`config.mk`:
```
export PLATFORM = sky130hd
export DESIGN_NAME = dual_sample_formatter
export DESIGN_NICKNAME = d
export VERILOG_FILES = /design/src/rtl/dfmt_pkg.sv /design/src/rtl/dfmt_code_conv.sv /design/src/rtl/dfmt_pn_gen.sv /design/src/rtl/dfmt_delay_line.sv /design/src/rtl/dual_sample_formatter.sv
export SDC_FILE = /design/constraint.sdc
export NUM_CORES = 1
export LEC_CHECK = 0
export ABC_CLOCK_PERIOD_IN_PS = 2000
export CORE_AREA = 10 10 214 216
export CTS_BUF_LIST = sky130_fd_sc_hd__clkbuf_8 sky130_fd_sc_hd__clkbuf_16
export DETAILED_ROUTE_END_ITERATION = 12
export DIE_AREA = 0 0 224 226
export MAX_ROUTING_LAYER = met4
export PLACE_DENSITY = 0.59
export SLEW_MARGIN = 20
export SYNTH_ARGS = -nofsm -noshare
export SYNTH_HDL_FRONTEND = slang
export SYNTH_SLANG_ARGS = --single-unit
```
`constraint.sdc`:
```
create_clock -name clk -period 2 [get_ports clk]
set_clock_uncertainty 0.1 [all_clocks]
set_input_delay 0.4 -clock clk [delete_from_list [all_inputs] [get_ports clk]]
set_output_delay 0.4 -clock clk [all_outputs]
set_load 0.05 [all_outputs]
```
`src/rtl/dfmt_pkg.sv`:
```
package dfmt_pkg;

   typedef enum logic [1:0] {
      CODE_OFFSET = 2'd0,
      CODE_TWOS   = 2'd1,
      CODE_GRAY   = 2'd2,
      CODE_SPARE  = 2'd3
   } code_e;

   localparam int NUM_CH = 2;

endpackage

```
`src/rtl/dfmt_code_conv.sv`:
```
module dfmt_code_conv
   import dfmt_pkg::*;
#(
   parameter int DW = 14
) (
   input  code_e         sel,
   input  logic [DW-1:0] ob,
   output logic [DW-1:0] cw
);

   logic [DW-1:0] twos_w;
   logic [DW-1:0] gray_w;

   if (DW < 2) begin : g_bad_dw
      $error("dfmt_code_conv: DW must be at least 2");
   end

   assign twos_w = {~ob[DW-1], ob[DW-2:0]};

   // each bit folds in its upper neighbour; the top bit has none
   assign gray_w[DW-1] = ob[DW-1];
   for (genvar i = 0; i < DW - 1; i++) begin : g_gray
      assign gray_w[i] = ob[i] ^ ob[i+1];
   end

   always_comb begin
      unique case (sel)
         CODE_TWOS: cw = twos_w;
         CODE_GRAY: cw = gray_w;
         default:   cw = ob;
      endcase
   end

endmodule

```
`src/rtl/dfmt_pn_gen.sv`:
```
module dfmt_pn_gen #(
   parameter int          DW   = 14,
   parameter logic [DW-1:0] TAPS = 14'h3802,
   parameter logic [DW-1:0] SEED = 14'h2AAA
) (
   input  logic          clk,
   input  logic          rst_n,
   input  logic          hold,
   input  logic          step,
   output logic [DW-1:0] word
);

   logic [DW-1:0] st;
   logic          fb;

   if (SEED == '0) begin : g_bad_seed
      $error("dfmt_pn_gen: SEED must be nonzero");
   end
   if (TAPS[DW-1] == 1'b0) begin : g_bad_taps
      $error("dfmt_pn_gen: top tap must be set for an invertible register");
   end

   assign fb = ^(st & TAPS);

   always_ff @(posedge clk or negedge rst_n) begin
      if (!rst_n)    st <= SEED;
      else if (hold) st <= SEED;
      else if (step) st <= {st[DW-2:0], fb};
   end

   assign word = st;


   pn_hold_seed_chk: assert property (@(posedge clk) disable iff (!rst_n)
      hold |=> word == SEED);


   pn_nonzero_chk: assert property (@(posedge clk) disable iff (!rst_n)
      word != '0);


   pn_idle_chk: assert property (@(posedge clk) disable iff (!rst_n)
      (!hold && !step) |=> $stable(word));

endmodule

```
`src/rtl/dfmt_delay_line.sv`:
```
module dfmt_delay_line #(
   parameter int W     = 14,
   parameter int DEPTH = 12
) (
   input  logic         clk,
   input  logic         rst_n,
   input  logic         adv,
   input  logic [W-1:0] din,
   output logic [W-1:0] dout
);

   if (DEPTH < 1) begin : g_bad_depth
      $error("dfmt_delay_line: DEPTH must be at least 1");
   end

   if (DEPTH == 1) begin : g_single
      logic [W-1:0] q;
      always_ff @(posedge clk or negedge rst_n) begin
         if (!rst_n)   q <= '0;
         else if (adv) q <= din;
      end
      assign dout = q;
   end else begin : g_chain
      logic [DEPTH-1:0][W-1:0] stg;
      always_ff @(posedge clk or negedge rst_n) begin
         if (!rst_n)   stg <= '0;
         else if (adv) stg <= {stg[DEPTH-2:0], din};
      end
      assign dout = stg[DEPTH-1];
   end


   hold_between_chk: assert property (@(posedge clk) disable iff (!rst_n)
      !adv |=> $stable(dout));

endmodule

```
`src/rtl/dual_sample_formatter.sv`:
```
module dual_sample_formatter
   import dfmt_pkg::*;
#(
   parameter int            DW      = 14,
   parameter int            LAT     = 12,
   parameter logic [DW-1:0] PN_TAPS = 14'h3802,
   parameter logic [DW-1:0] PN_SEED = 14'h2AAA
) (
   input  logic          clk,
   input  logic          rst_n,
   input  logic [DW-1:0] smp_a,
   input  logic [DW-1:0] smp_b,
   input  logic [1:0]    code_sel,
   input  logic          ilv_en,
   input  logic          dco_inv,
   input  logic          tst_en,
   input  logic          pn_hold,
   input  logic          oe_n_a,
   input  logic          oe_n_b,
   input  logic          pwdn,
   output logic [DW-1:0] out_a,
   output logic [DW-1:0] out_b,
   output logic          drv_a_en,
   output logic          drv_b_en,
   output logic          dco_a,
   output logic          dco_b
);

   localparam int NPH  = 4;
   localparam int PH_W = $clog2(NPH);
   localparam logic [PH_W-1:0] PH_LAST = PH_W'(NPH - 1);

   if (LAT < 1) begin : g_bad_lat
      $error("dual_sample_formatter: LAT must be at least 1");
   end

   logic [PH_W-1:0] ph;
   logic [PH_W-1:0] ph_nxt;
   logic            take;
   logic            dco_q;
   logic [DW-1:0]   pn_word;
   logic [DW-1:0]   raw   [NUM_CH];
   logic [DW-1:0]   coded [NUM_CH];
   logic [DW-1:0]   head  [NUM_CH];
   code_e           csel;

   // phase counter: four clocks per sample period
   assign ph_nxt = ph + PH_W'(1);
   assign take   = (ph == PH_LAST);

   always_ff @(posedge clk or negedge rst_n) begin
      if (!rst_n) begin
         ph    <= '0;
         dco_q <= 1'b0;
      end else begin
         ph    <= ph_nxt;
         dco_q <= (ph_nxt == PH_W'(1)) || (ph_nxt == PH_W'(2));
      end
   end

   dfmt_pn_gen #(
      .DW   (DW),
      .TAPS (PN_TAPS),
      .SEED (PN_SEED)
   ) u_pn (
      .clk   (clk),
      .rst_n (rst_n),
      .hold  (pn_hold),
      .step  (take & tst_en),
      .word  (pn_word)
   );

   assign csel   = code_e'(code_sel);
   assign raw[0] = tst_en ? pn_word : smp_a;
   assign raw[1] = tst_en ? pn_word : smp_b;

   for (genvar ch = 0; ch < NUM_CH; ch++) begin : g_ch
      dfmt_code_conv #(
         .DW (DW)
      ) u_conv (
         .sel (csel),
         .ob  (raw[ch]),
         .cw  (coded[ch])
      );

      dfmt_delay_line #(
         .W     (DW),
         .DEPTH (LAT)
      ) u_dly (
         .clk   (clk),
         .rst_n (rst_n),
         .adv   (take),
         .din   (coded[ch]),
         .dout  (head[ch])
      );
   end

   // output drive and bus layout
   assign drv_a_en = !oe_n_a && !pwdn;
   assign drv_b_en = !oe_n_b && !pwdn && !ilv_en;

   assign out_a = !drv_a_en ? '0 : ((ilv_en && ph[PH_W-1]) ? head[1] : head[0]);
   assign out_b = drv_b_en ? head[1] : '0;
   assign dco_a = drv_a_en & (dco_q ^ dco_inv);
   assign dco_b = drv_b_en & (dco_q ^ dco_inv);


   dco_rise_slot_chk: assert property (@(posedge clk) disable iff (!rst_n)
      $rose(dco_q) |-> ph == PH_W'(1));


   dco_fall_slot_chk: assert property (@(posedge clk) disable iff (!rst_n)
      $fell(dco_q) |-> ph == PH_LAST);


   pwdn_quiet_chk: assert property (@(posedge clk) disable iff (!rst_n)
      pwdn |-> (!drv_a_en && !drv_b_en && !dco_a && !dco_b));


   ilv_bus_b_off_chk: assert property (@(posedge clk) disable iff (!rst_n)
      ilv_en |-> (out_b == '0 && !dco_b));

endmodule

```
After elaboration in Yosys (flattened, before gate mapping)
Cells that the tools add are included.
{"block": "word_totals", "ff_bits": 353, "latch_bits": 0, "ramBits": 0, "mem_bits_ro": 0, "input_bits": 39, "output_inout_bits": 32, "word_cells": 85, "memories": 0}
{"block": "classes", "addsub": 1, "multipliers": 0, "div_mod_pow": 0, "n_lt_le_gt_ge": 0, "eq_ne": 5, "shifts": 0, "mux": 9, "bitwise": 32, "n_reduce_logical": 11}
{"op": "2-to-1 mux 14 bit", "count": 7}
{"op": "case mux 14 bit (2 select lines)", "count": 2}
{"op": "bitwise XOR 1 bit", "count": 27}
{"op": "XOR reduction 14 bit", "count": 1}
{"op": "equality test 2 bit (second input constant)", "count": 3}
{"op": "equality test 2 x 1 -> 1 bit (second input constant)", "count": 2}
{"op": "logical AND 1 bit", "count": 4}
{"op": "zero test 1 bit", "count": 4}
{"op": "bitwise AND 1 bit", "count": 3}
{"op": "adder 2 x 1 -> 2 bit (second input constant)", "count": 1}
{"op": "NOT 1 bit", "count": 2}
{"op": "nonzero test 2 bit", "count": 1}
{"op": "logical OR 1 bit", "count": 1}

Depth between registers and ports, before layout
Gate-level depths: netlist of run 1.
{"block": "logic_depth", "depth_word": 4, "mapped_depth": 8, "depth_no_buf": 6}

By module
From an unflattened synthesis of run 1, not the netlist that was laid out.
{"block": "unflattened", "cells_unflattened": 1068, "area_unflattened_um2": 16051.6}
{"module": "dfmt_delay_line", "n_inst": 2, "cells_each": 369, "area_per_inst_um2": 6769.0, "seq_area_each_um2": 4204.0}
{"module": "dual_sample_formatter", "n_inst": 1, "cells_each": 152, "area_per_inst_um2": 965.9, "seq_area_each_um2": 75.1}
{"module": "dfmt_code_conv", "n_inst": 2, "cells_each": 65, "area_per_inst_um2": 466.7, "seq_area_each_um2": 0.0}
{"module": "dfmt_pn_gen", "n_inst": 1, "cells_each": 48, "area_per_inst_um2": 614.3, "seq_area_each_um2": 359.1}

Worst setup path after synthesis of run 1
OpenSTA, ideal clock, no wires.
{"block": "synth_timing", "kind": "input to output", "startpoint": "input port pwdn", "endpoint": "output port out_b[10]", "t_arrival_ps": 1882, "required_time_ps": 1500, "setup_slack_ps": -382, "cell_stages": 3, "n_path_buf": 1, "cell_sequence": "nor3_1 > clkbuf_1 > and2_1"}
{"block": "synth_between", "elab_chain_len": 4}
{"item": "start, declared", "line_no": "dual_sample_formatter.sv:20", "rtl": "input logic pwdn,"}
{"item": "zero test 1 bit", "line_no": "dual_sample_formatter.sv:100", "rtl": "assign drv_b_en = !oe_n_b && !pwdn && !ilv_en;"}
{"item": "logical AND 1 bit (2 in series)", "line_no": "dual_sample_formatter.sv:100"}
{"item": "net drv_b_en", "line_no": "dual_sample_formatter.sv:24", "rtl": "output logic drv_b_en,"}
{"item": "2-to-1 mux 14 bit", "line_no": "dual_sample_formatter.sv:103", "rtl": "assign out_b = drv_b_en ? head[1] : '0;"}
{"item": "end, declared", "line_no": "dual_sample_formatter.sv:22", "rtl": "output logic [DW-1:0] out_b,"}
The timed path passes the listed nets, and every way through them passes these cells.

Final worst setup path of run 1
{"block": "layout_timing", "startpoint": "register ph[1]", "endpoint": "output port out_a[12]"}
{"block": "layout_between", "elab_chain_len": 3}
{"item": "start, declared", "line_no": "dual_sample_formatter.sv:37", "rtl": "logic [PH_W-1:0] ph;"}
{"item": "start signal, assigned", "line_no": "dual_sample_formatter.sv:56", "rtl": "ph <= ph_nxt;"}
{"item": "logical AND 1 bit", "line_no": "dual_sample_formatter.sv:102", "rtl": "assign out_a = !drv_a_en ? '0 : ((ilv_en && ph[PH_W-1]) ? head[1] : head[0]);"}
{"item": "2-to-1 mux 14 bit (2 in series)", "line_no": "dual_sample_formatter.sv:102"}
{"item": "end, declared", "line_no": "dual_sample_formatter.sv:21", "rtl": "output logic [DW-1:0] out_a,"}
Every way passes these cells.

==> summary.txt, run 1 <==
Final layout
  – Final non-filler cell total: 1706
  – ANT cells: 0
  – Share of cells above drive strength 1: 0.466
  – Utilization after layout: 0.437
  – Most common cell after layout, fill and taps aside: dfrtp_1
  – Area growth syn-to-layout: 26.4%
  – Most frequent cells in the layout: dfrtp_1, mux2_2, buf_4
  – # nets final: between 1000 and 1500
  – Final instance area: about 0.018 mm^2

STA
  – WHS: 0.282 ns
  – Worst slew margin: 0.656
  – Min cycle time layout: 2.09 ns
  – Final Hold Vio Count: 0
  – Worst-margin pin slew: about 0.5 ns
  – Final WS setup: -0.0938 ns
  – Unrepaired setup endpoints after global routing: yes
  – Max Slew Vio Count: 0
  – Final period utilization: 1.05
  – Fmax: ~0.48 GHz
  – # setup viols final: 14

Floorplan
  – Initial Utilization: 0.346
  – Core area: approximately 0.042 mm^2
  – Die X: between 200 and 250 um
  – Die Y-Extent: around 230 um
  – I/O pin total: 71
  – Die ar.: between 0.05 and 0.06 mm^2
  – Num rows: 75

Route
  – Via density: 4.77
  – DR WL/cell: 15.6 um
  – DR pass1 iterations: 4
  – DRT Wirelength: between 20000 and 30000 um
  – Routed Antenna Nets: 0
  – Routed vias: ~8100
  – DRC: 0
  – Initial drt markers: 406

Synth
  – Ys Warns: 0
  – Largest family of logic cells by synthesized area: multiplexers
  – Yosys reg bits: about 350
  – Post-synthesis mux area share: 0.258
  – Mapped Nets: roughly 1100
  – Post-synthesis compound-gate area fraction: 0.0512
  – Netlist Area Pre-Place: ~0.014 mm^2
  – Post-synth ARST share: 1.00
  – Post-synth top flop: dfrtp_1
  – Post-synth EDFFs: 0
  – Syn Inst Count: just over 1000
  – Syn_area_per_cell: 14.2 um^2
  – Synth unique cells: 46
  – Post-synthesis sequential area ratio: 0.615
  – Post-Synth Simple-Gate Area: 0.0426
  – Fraction of synthesized cell area in xor and xnor cells: 0.00305
  – Adder-cell share of the synthesized area: 0.00261

Run
  – MaxCap Viol Count: 0

Clock network
  – CTS Sinks: around 350
  – H-tree levels: 2
  – Root Buffer: clkbuf_16
  – CTS tree: built
  – CTS max path bufs: 3
  – Register clock-pin slew on the reported worst setup and hold paths: 0.06 ns
  – Worst-Skew Late Latency: about 0.52 ns
  – Clock buffer count from CTS: 37

Place
  – Pre-CTS setup slack: -0.409 ns
  – Number of port buffers: 70
  – GPL Wtd Cong: approximately 0.84
  – Post-DP HPWL: between 15000 and 20000 um
  – Area after DPL: between 0.015 and 0.02 mm^2
  – Placed insts: ~1600

Critical path
  – Worst EP arrival: roughly 1.6 ns
  – Crit end category: output pin
  – Crit start category: flip-flop
  – Kind of critical path: flip-flop to output pin
  – Critical Path Fanout Max: 5
  – CP Data Required Time: 1.50 ns

Min path
  – HP Class: input pin to async pin

Global route
  – Remaining Overflow, GRT: 0
  – Initial antenna violation count: 0
  – Vias in the first global route: 8489
  – Largest net degree at the start of global routing: 70
  – First-pass GRT wire length: between 40000 and 50000 um
  – GRT Total Usage: 0.110

Power
  – Max VDD drop: 0.502 mV
  – Leakage: between 0.007 and 0.008 uW
  – Power Dens Cells: approximately 930 mW/mm^2

Run status
  – Failing checks: setup timing
  – Status: complete, but fails checks
synth_stat cells, types with 2 or more instances:
cell type  count  area share
clkbuf_1      18      0.0047
nor2_1        13      0.0034
o2bb2ai_1      2      0.0012
a211o_1        2      0.0012
a32oi_1        9      0.0055
a221o_1        9      0.0063
buf_6          5      0.0039
dfrtp_1      346        0.60
buf_1          2     0.00052
a31oi_1        4      0.0017
nand3_1        3      0.0010
a21oi_1       43       0.015
nand3b_1       8      0.0042
a211oi_1       2      0.0010
o21ai_0       14      0.0049
dfstp_2        7       0.013
buf_2         38       0.013
nor2b_1        3      0.0013
xor2_1         2      0.0012
xnor2_1        3      0.0018
buf_4          3      0.0016
nand2b_1       2     0.00087
mux2i_1       20       0.014
ha_1           3      0.0026
and2_1        15      0.0065
nand2_1       66       0.017
mux2_2       311        0.24
o211ai_1       7      0.0037
inv_1         14      0.0037
o21a_1         6      0.0031
o31ai_1        7      0.0037
nor3_1        14      0.0049
cell families (layout without fill, tap and decap cells):
kind of cell | count (synthesis) | count (layout)
multiplexers | 331 | 331
flip-flops | 353 | 353
adder cells (fa/ha/maj) | 3 | 3
AO/OA/AOI/OAI | 112 | 112
buffers and inverters | 81 | 233
AND/OR/NAND/NOR | 130 | 130
XOR/XNOR | 5 | 5
routing by layer:
| layer | global-route usage | vias to the layer above | part of all wire |
|---|---|---|---|
| li1 | - | 3887 | - |
| met1 | 0.152 | 4076 | 0.51 |
| met2 | 0.162 | 143 | 0.44 |
| met3 | 0.0218 | 39 | 0.040 |
| met4 | 0.0307 | 0 | 0.019 |
| met5 | - | - | 0 |
critical path: stages, from the launching register on:
cell     delay [ns]
dfrtp_1        0.37
and2_4         0.18
buf_8          0.13
nand2_2        0.07
a21oi_4        0.17
buf_12         0.15
area by class of cell:
cell class	count	area, um^2
repair buffers	152	1920
well taps	539	674
fillers	3790	23400
flip-flops and latches	353	8840
clock buffers	49	1100
multi-input cells	581	5390
inverters	15	56.3
clock inverters	17	178
registers in the layout, summed over array words and instances, names as in the netlist:
signal                  flops
ph                          2
dco_q                       1
u_pn.word                  14
g_ch.u_dly.dout            28
g_ch.u_dly.g_chain.stg    308
through the flow:
step / total power (uW) / TNS, ns
floorplan: 9250 / -0.558
global placement: 9910 / -12.27
detailed placement: 9970 / -12.49
CTS: 17100 / -1.37
global route: 17600 / -2.35
finish: 16800 / -1.18
power by group:
part	switching (uW)	internal, uW
combinational	643	865
clock	2730	4270
sequential	440	7900
total	3810	13000
worst paths after layout:
| path | startpoint | end | slack, ns | cells after the start |
|---|---|---|---|---|
| min | rst_n | g_ch[0].u_dly.g_chain.stg[119] | 0.28 | 2 |
| max reg2reg | ph[1] | g_ch[1].u_dly.dout[0] | 0.09 | 6 |
| min in group clk | g_ch[0].u_dly.g_chain.stg[76] | g_ch[0].u_dly.g_chain.stg[90] | 0.40 | 1 |
| max | ph[1] | out_a[12] | -0.09 | 5 |
| min reg2reg | g_ch[0].u_dly.g_chain.stg[76] | g_ch[0].u_dly.g_chain.stg[90] | 0.40 | 1 |
| max in group asynchronous | rst_n | g_ch[1].u_dly.g_chain.stg[130] | 0.82 | 3 |
what timing repair did:
item / CTS / global route
gates resized for setup: 40 / 15
hold buffers: 1 / 0
gates cloned: 2 / 0
buffers inserted: 5 / 4
setup endpoints to repair: 32 / 16
pin swaps: 9 / 10
hold endpoints to repair: 34 / 0
No activity file was read; power rests on OpenSTA's default activity.
==> run 2, diff against run 1 <==
Settings changed: CORE_AREA 10 10 214 216 to 10 10 230 232, DIE_AREA 0 0 224 226 to 0 0 240 242, MAX_ROUTING_LAYER met4 to default, PLACE_DENSITY 0.59 to 0.53, SLEW_MARGIN 20 to 30.
==> run 2 against run 1 <==
Against the previous run:
- setup slack got worse by 0.058 ns
- non-clock buffer count shrank 19
- sequential power is essentially flat
- wire length rose by 5.9%
- the run still ends with setup timing left
- flip-flop and latch count is the same
- cell area down 0.52%
- largest cell class unchanged
- global-route usage fell by 1.2 points
- first-iteration DRC count shrank 1.7%
==> summary.txt, run 2 (same netlist as run 1, synthesis figures left out) <==
Global route
  – Vias in the first global route: around 8400
  – Remaining Overflow, GRT: 0
  – Largest net degree at the start of global routing: around 90
  – Met3 usage: 0.0218
  – GRT Total Usage: 0.0980
  – First-pass GRT wire length: ~47000 um
  – Initial antenna violation count: 0
  – GR Layer Usage met1: 0.142
  – Grt met2 use: 0.142
  – GR peak layer: met1

Final layout
  – Share of cells above drive strength 1: 0.457
  – Final non-filler cell total: roughly 1800
  – Reg with most FFs: g_ch.u_dly.g_chain.stg
  – Largest register FFs: roughly 310
  – # nets final: approximately 1200
  – ANT cells: 0
  – Area growth syn-to-layout: 25.7%
  – Most frequent cells in the layout: dfrtp_1, mux2_2, nand2_1
  – Most common cell after layout, fill and taps aside: dfrtp_1
  – FILL cells: roughly 4600

STA
  – WHS: between 0.2 and 0.25 ns
  – # setup viols final: 15
  – Final Hold Vio Count: 0
  – Final period utilization: 1.08
  – Min cycle time layout: around 2.2 ns
  – Final WS setup: -0.152 ns
  – Max Slew Vio Count: 0
  – Unrepaired setup endpoints after global routing: yes
  – Worst-margin pin slew: a little over 0.5 ns
  – Worst slew margin: 0.651
  – Setup TNS: -1.85 ns
  – Fmax: ~0.46 GHz

Place
  – Pre-CTS setup slack: -0.451 ns
  – Post-DP HPWL: around 19000 um
  – Number of port buffers: 70
  – GPL Wtd Cong: 0.799
  – Placed insts: 1695

Min path
  – HP Class: input pin to async pin

Clock network
  – Register clock-pin slew on the reported worst setup and hold paths: 0.06 ns
  – Worst-Skew Late Latency: between 0.5 and 0.6 ns
  – CTS max path bufs: 3
  – CTS tree: built
  – H-tree levels: 2
  – Root Buffer: clkbuf_16
  – CTS Sinks: approximately 350
  – Clock buffer count from CTS: 39

Route
  – DR pass1 iterations: 4
  – Via density: ~4.6
  – DR WL/cell: between 15 and 20 um
  – DRC: 0
  – Routed vias: approximately 8100
  – Initial drt markers: between 300 and 400
  – Routed Antenna Nets: 0
  – DRT Wirelength: 28100 um

Floorplan
  – Die X: approximately 240 um
  – I/O pin total: between 70 and 80
  – Initial Utilization: 0.297
  – Core area: about 0.048 mm^2
  – Die ar.: ~0.058 mm^2
  – Num rows: 81
  – Die Y-Extent: 242 um

Critical path
  – R2r setup slk: 0.15 ns
  – Crit start category: flip-flop
  – RR Startpoint: ph[1]
  – Worst Reg2Reg Path Length in Cells: 7
  – Crit-path slowest cell: dfrtp_1
  – Crit-path cells: and2_4, buf_8, nand2_2, a21oi_4, buf_12
  – Kind of critical path: flip-flop to output pin
  – Reg2reg end: u_pn.word[0]
  – Worst EP arrival: roughly 1.7 ns
  – CP Data Required Time: 1.50 ns
  – Critical path's largest stage delay: between 0.3 and 0.4 ns
  – Crit end category: output pin
  – Critical Path Fanout Max: 7

Run status
  – Failing checks: setup timing
  – Status: complete, but fails checks

Run
  – MaxCap Viol Count: 0

Power
  – Power consumption: ~17000 uW
  – Max VDD drop: approximately 0.58 mV
  – Power Dens Cells: just over 900 mW/mm^2
  – Leakage: ~0.0078 uW
==> run 2: report_power, final <==
group          internal, uW  switching [uW]  leakage, uW
sequential             7900             448      0.00431
clock                  4160            2820     0.000671
combinational           876             649      0.00277
==> run 2: repair_timing <==
item	in CTS	in global routing
buffers inserted	3	4
gates cloned	1	1
pin swaps	3	11
hold endpoints to repair	79	0
gates resized for setup	21	32
hold buffers	1	0
endpoints found under the setup margin	32	40
==> run 2: critical path: cells and delay by family (launching register included) <==
family | cells | cell delay (ns)
DFF | 1 | 0.38
and+or+nand+nor | 2 | 0.25
AOI/OAI and AO/OA | 1 | 0.19
buffers and inverters | 2 | 0.30
==> run 2: worst max path at each step <==
stage | start | to
floorplan | pwdn | out_a[0]
CTS | ph[1] | out_a[0]
global placement | code_sel[0] | g_ch[1].u_dly.g_chain.stg[10]
finish | ph[1] | out_a[10]
detailed placement | code_sel[0] | g_ch[1].u_dly.g_chain.stg[7]
global route | ph[1] | out_a[0]
==> run 2: per-layer routing <==
| layer | share of wire | vias to the layer above |
|---|---|---|
| met5 | 0 | - |
| met4 | 0.020 | 0 |
| met3 | 0.047 | 39 |
| met2 | 0.43 | 151 |
| met1 | 0.50 | 4081 |
| li1 | - | 3869 |
==> run 2: cell type report <==
class / count / area (um^2) / area share
Clock buffer: 48 / 1100 / 0.0608
Clock inverter: 22 / 171 / 0.00948
Inverter: 15 / 58.8 / 0.00325
Multi-Input combinational cell: 581 / 5380 / 0.297
Sequential cell: 353 / 8840 / 0.489
Tap cell: 622 / 778 / 0.0431
Timing Repair Buffer: 133 / 1750 / 0.0968
==> run 2: stage by stage <==
step	instance area (um^2)	utilization
3_5_place_dp	16600	0.342
2_1_floorplan	14500	-
4_1_cts	18000	0.371
5_1_grt	18100	0.373
3_3_place_gp	16600	0.342
6_report	18100	0.373
==> run 3, diff against run 2 <==
Settings changed: CAP_MARGIN from default to 15.
==> results of run 3 <==
The final DEF is identical to that of run 2; final timing and power are the same.
